===== src/rtl/lsagu_pkg.sv =====
package lsagu_pkg;
    localparam int ADDR_W   = 32;
    localparam int IMM_W    = 12;
    localparam int NARROW_W = 8;
    localparam int SH_W     = 5;

    typedef enum logic {
        CLS_WIDE   = 1'b0,
        CLS_NARROW = 1'b1
    } acc_cls_e;
endpackage


===== src/rtl/lsagu_offset.sv =====
module lsagu_offset #(
    parameter int W     = 32,
    parameter int IMM_W = 12,
    parameter int SH_W  = 5
) (
    input  logic [IMM_W-1:0] imm,
    input  logic [W-1:0]     reg_off,
    input  logic             use_reg,
    input  logic [SH_W-1:0]  shamt,
    output logic [W-1:0]     off
);
    localparam int PAD_W = W - IMM_W;

    always_comb begin
        if (use_reg) off = reg_off << shamt;
        else         off = {{PAD_W{1'b0}}, imm};
    end
endmodule


===== src/rtl/lsagu_legal.sv =====
module lsagu_legal #(
    parameter int IMM_W    = 12,
    parameter int NARROW_W = 8,
    parameter int SH_W     = 5
) (
    input  lsagu_pkg::acc_cls_e cls,
    input  logic                use_reg,
    input  logic [SH_W-1:0]     shamt,
    input  logic [IMM_W-1:0]    imm,
    output logic                illegal
);
    localparam int HI_W = IMM_W - NARROW_W;

    logic imm_too_wide;
    logic scaled;

    assign imm_too_wide = !use_reg && (imm[IMM_W-1 -: HI_W] != '0);
    assign scaled       = use_reg && (shamt != '0);

    always_comb begin
        unique case (cls)
            lsagu_pkg::CLS_WIDE:   illegal = 1'b0;
            lsagu_pkg::CLS_NARROW: illegal = imm_too_wide || scaled;
            default:               illegal = 1'b0;
        endcase
    end
endmodule


===== src/rtl/lsagu_adder.sv =====
module lsagu_adder #(
    parameter int W = 32
) (
    input  logic [W-1:0] base,
    input  logic [W-1:0] off,
    input  logic         sub,
    output logic [W-1:0] sum
);
    always_comb begin
        if (sub) sum = base - off;
        else     sum = base + off;
    end
endmodule


===== src/rtl/lsagu_top.sv =====
module lsagu_top #(
    parameter int W        = lsagu_pkg::ADDR_W,
    parameter int IMM_W    = lsagu_pkg::IMM_W,
    parameter int NARROW_W = lsagu_pkg::NARROW_W,
    parameter int SH_W     = lsagu_pkg::SH_W,
    parameter bit OUT_REG  = 1'b1
) (
    input  logic             clk,
    input  logic             rst_n,
    input  logic [W-1:0]     base_i,
    input  logic [IMM_W-1:0] imm_i,
    input  logic [W-1:0]     reg_off_i,
    input  logic             use_reg_i,
    input  logic [SH_W-1:0]  shamt_i,
    input  logic             sub_i,
    input  logic             post_i,
    input  logic             wb_req_i,
    input  logic             cls_i,
    output logic [W-1:0]     ea_o,
    output logic [W-1:0]     new_base_o,
    output logic             wb_valid_o,
    output logic             illegal_o
);
    import lsagu_pkg::*;

    acc_cls_e    cls;
    logic [W-1:0] off;
    logic [W-1:0] sum;
    logic         illegal_c;
    logic         wbv_c;
    logic [W-1:0] ea_c;
    logic [W-1:0] nb_c;

    assign cls = acc_cls_e'(cls_i);

    lsagu_offset #(.W(W), .IMM_W(IMM_W), .SH_W(SH_W)) u_off (
        .imm(imm_i), .reg_off(reg_off_i), .use_reg(use_reg_i),
        .shamt(shamt_i), .off(off)
    );

    lsagu_legal #(.IMM_W(IMM_W), .NARROW_W(NARROW_W), .SH_W(SH_W)) u_legal (
        .cls(cls), .use_reg(use_reg_i), .shamt(shamt_i),
        .imm(imm_i), .illegal(illegal_c)
    );

    lsagu_adder #(.W(W)) u_add (
        .base(base_i), .off(off), .sub(sub_i), .sum(sum)
    );

    always_comb begin
        wbv_c = !illegal_c && (post_i || wb_req_i);
        ea_c  = post_i ? base_i : sum;
        nb_c  = wbv_c ? sum : base_i;
    end

    generate
        if (OUT_REG) begin : g_reg
            logic live_q;

            always_ff @(posedge clk) begin
                if (!rst_n) begin
                    ea_o       <= '0;
                    new_base_o <= '0;
                    wb_valid_o <= 1'b0;
                    illegal_o  <= 1'b0;
                    live_q     <= 1'b0;
                end else begin
                    ea_o       <= ea_c;
                    new_base_o <= nb_c;
                    wb_valid_o <= wbv_c;
                    illegal_o  <= illegal_c;
                    live_q     <= 1'b1;
                end
            end

            a_r8_illegal_no_wb: assert property (@(posedge clk) disable iff (!rst_n)
                illegal_o |-> !wb_valid_o);
            a_r4_post_ea_base: assert property (@(posedge clk) disable iff (!rst_n)
                (live_q && $past(post_i)) |-> (ea_o == $past(base_i)));
            a_r4_post_always_wb: assert property (@(posedge clk) disable iff (!rst_n)
                (live_q && $past(post_i) && !illegal_o) |-> wb_valid_o);
            a_r3_pre_wb_equal: assert property (@(posedge clk) disable iff (!rst_n)
                (live_q && wb_valid_o && !$past(post_i)) |-> (new_base_o == ea_o));
            a_r8_hold_base: assert property (@(posedge clk) disable iff (!rst_n)
                (live_q && !wb_valid_o) |-> (new_base_o == $past(base_i)));
            a_r6_wide_legal: assert property (@(posedge clk) disable iff (!rst_n)
                (live_q && !$past(cls_i)) |-> !illegal_o);
        end else begin : g_comb
            always_comb begin
                ea_o       = ea_c;
                new_base_o = nb_c;
                wb_valid_o = wbv_c;
                illegal_o  = illegal_c;
            end
        end
    endgenerate
endmodule


===== config.mk =====
export PLATFORM = sky130hd
export DESIGN_NAME = lsagu_top
export DESIGN_NICKNAME = d
export VERILOG_FILES = /design/src/rtl/lsagu_pkg.sv /design/src/rtl/lsagu_offset.sv /design/src/rtl/lsagu_legal.sv /design/src/rtl/lsagu_adder.sv /design/src/rtl/lsagu_top.sv
export SDC_FILE = /design/constraint.sdc
export NUM_CORES = 1
export LEC_CHECK = 0
export CAP_MARGIN = 40
export CORE_ASPECT_RATIO = 1.25
export CORE_MARGIN = 1.5
export CORE_UTILIZATION = 47
export CTS_CLUSTER_DIAMETER = 120
export DETAILED_ROUTE_END_ITERATION = 6
export HOLD_SLACK_MARGIN = 0.03
export PLACE_DENSITY = 0.76
export SYNTH_ARGS = -nofsm -noshare
export SYNTH_HDL_FRONTEND = slang
export SYNTH_SLANG_ARGS = --single-unit

===== constraint.sdc =====
create_clock -name clk -period 5.4 [get_ports clk]
set_clock_uncertainty 0.2 [all_clocks]
set_input_delay 0.54 -clock clk [delete_from_list [all_inputs] [get_ports clk]]
set_output_delay 0.54 -clock clk [all_outputs]
set_load 0.01 [all_outputs]

==> results.tsv <==
stage	metric	value	unit
hold_path	Worst Hold Launch	base_i[26]	
synth	Seq/Total Area, Yosys	0.192	
timing	Slew @ Worst Pin	0.713	ns
routing	Iter 0 DRT Violations	528	
synth	Primary FF master, synth	dfxtp_1	
floorplan	Die Height	138	um
global_route	pin count of the biggest net entering global routing	52	
synth	#FFs+latches synth	66	
global_route	grt ovf	0	
routing	Routed Antenna Nets	0	
timing	count of final hold-check violations	0	
cts	CTS Buf Count	9	
floorplan	Starting Density	0.479	
synth	Synthesis Warnings	0	
routing	drt pass-1 iters	5	
finish	area delta synth->final	45.3	%
timing	Final setup viols	0	
floorplan	core area	0.0143	mm2
critical_path	Req. time, crit path	5.45	ns
routing	Vias/cell	5.75	
routing	vias	7485	
timing	highest clock rate	192	MHz
timing	min Tclk post-route	5.22	ns
finish	commonest cells after routing, fill and taps aside	148 x buf_4, 140 x clkdlybuf4s50_1, 113 x nor2_1	
routing	WL final	21200	um
routing	Residual DRC	0	
cts	hold-fix buffers at CTS	0	
power	peak supply drop	0.000322	V
place	PortBufs	153	
hold_path	Min-Delay Endpoint	new_base_o[26]	
global_route	vias in the first global route	7110	
floorplan	die extent in x	111	um
hold_path	worst hold stages	3	
floorplan	num ports	154	
cts	root buf cell	clkbuf_16	
global_route	initial antenna violation count	0	
floorplan	area of the die	0.0154	mm2
cts	CTS Sinks	66	
timing	Pins Over Slew Limit	0	
synth	asr flop ratio synth	0	
finish	share of layout cells above drive strength 1	0.237	
synth	synthesized instance count	855	
timing	period utilization	0.966	
synth	Synth Cell Area	0.00688	mm2
hold_path	Worst Hold Class	in -> reg	
critical_path	Worst EP arrival	5.27	ns
synth	Netlist cell types	85	
finish	leading cell type in the layout, fill and taps excluded	buf_4	
synth	Post-synth EDFFs	0	
cts	CTS tree	built	
critical_path	CP Launch Point	reg_off_i[5]	
timing	Hold Slack	0.641	ns
critical_path	Max FO, Critical Path	4	
routing	Routed WL per cell	16.3	um
synth	Syn Area/Cell	8.04	um2
power	Tot Pwr	0.00244	W
power	leakage	4.26	nW
timing	setup TNS	0	ns
critical_path	CP endpoint kind	register	
synth	Mapped Nets	975	
cts	H-tree depth	3	
cts	Max Root-Sink Buffers	2	
finish	# diodes	0	
cts	Clock Pin Slew Worst Setup and Hold Paths	0.05	ns
finish	final net count	1239	
place	Final GP Congestion	0.971	
global_route	first-pass GRT wire length	34000	um
critical_path	critical path class	in -> reg	
global_route	Overall Global Routing Usage	0.265	
critical_path	Startpoint Class	input pin	
status	outcome	finished clean	
finish	final design utilization	0.696	
place	Post-DP HPWL	16700	um
power	PwrDens	244	mW/mm2
run	Max Cap Viol	0	
timing	Slew headroom	0.525	
floorplan	Std-Cell Rows	49	
## where the power goes
group / switching (W) / internal [W] / total (W)
Clock: 0.000198 / 0.000427 / 0.000625
Combinational: 0.000613 / 0.000633 / 0.00125
Sequential: 0.0000170 / 0.000550 / 0.000567
Total: 0.000828 / 0.00161 / 0.00244
## repair_timing
item,CTS,global route
gates resized for setup,6,44
endpoints found under the hold margin,0,0
setup buffers,0,9
pin swaps,2,26
endpoints found under the setup margin,6,23
## per-layer routing
metal	track usage	vias to the layer above	routed length (um)
met2	0.474	289	10600
met5	0	-	0
met1	0.331	3476	8760
met4	0.101	0	669
met3	0.0232	54	1140
li1	-	3666	-
## how the worst max path moves through the flow
| stage | endpoint | slack [ns] | depth (start not counted) |
|---|---|---|---|
| 6_report | new_base_o[26] | 0.18 | 21 |
| 5_1_grt | ea_o[26] | -0.04 | 21 |
| 4_1_cts | new_base_o[30] | 0.009 | 19 |
| 3_5_place_dp | new_base_o[25] | -0.33 | 22 |
| 3_3_place_gp | new_base_o[30] | -0.26 | 19 |
| 2_1_floorplan | new_base_o[30] | 0.05 | 20 |
## flip-flops by register name, summed over array words and instances, names as in the netlist
name	cells
ea_o	32
wb_valid_o	1
new_base_o	32
illegal_o	1
## cell usage after synthesis, drive strengths merged, types with 13 or more instances
cell    count  share of area
a21oi      80          0.058
buf        27          0.034
clkbuf     24          0.013
dfxtp      66           0.19
ha         31          0.056
inv        20          0.011
mux2       19          0.032
mux2i      35          0.051
mux4       28          0.092
nand2     100          0.055
nand3      13         0.0095
nor2      114          0.062
o21a       20          0.022
o21ai      24          0.017
xnor2      28          0.036
xor2       26          0.033
## cell type report
class                           count  area, um2
Clock inverter                      2       60.1
Fill cell                        1203       4350
Sequential cell                    66       1320
Clock buffer                       13        260
Timing Repair Buffer              304       2700
Tap cell                          178        223
Inverter                           22       82.6
Multi-Input combinational cell    716       5350
## metrics by stage
| step | cells | instance area, um2 | worst slack (ns) |
|---|---|---|---|
| final | 1301 | 9990 | 0.182 |
| after global routing | 1301 | 9990 | -0.0424 |
| after global placement | 1276 | 9380 | -0.258 |
| after detailed placement | 1277 | 9400 | -0.331 |
| after floorplan | 855 | 6890 | 0.0536 |
| after CTS | 1292 | 9750 | 0.00852 |
## cell families after synthesis
logic type | count (synthesis) | synth area share
and+or+nand+nor | 319 | 0.220
DFF | 66 | 0.192
AOI/OAI and AO/OA | 229 | 0.226
xor gates and xnor gates | 54 | 0.0688
buffers and inverters | 73 | 0.0591
muxes | 82 | 0.175
adders and majority gates | 32 | 0.0593
## worst max-delay path: stages
cell and delay [ns]:
clkdlybuf4s50_1 0.48, buf_4 0.18, mux2_2 0.27, mux2i_1 0.17, a311oi_2 0.16, a2111oi_4 0.40
or4b_4 0.52, nor2_2 0.11, a21oi_1 0.09, xor2_1 0.16, ha_1 0.32, buf_4 0.15
and4_1 0.16, a221oi_1 0.37, nor4bb_4 0.32, o31ai_2 0.11, buf_4 0.15, a21boi_0 0.21
xnor2_1 0.17, nand2_1 0.08, a21oi_1 0.14
Power figures use the tool's default switching activity.
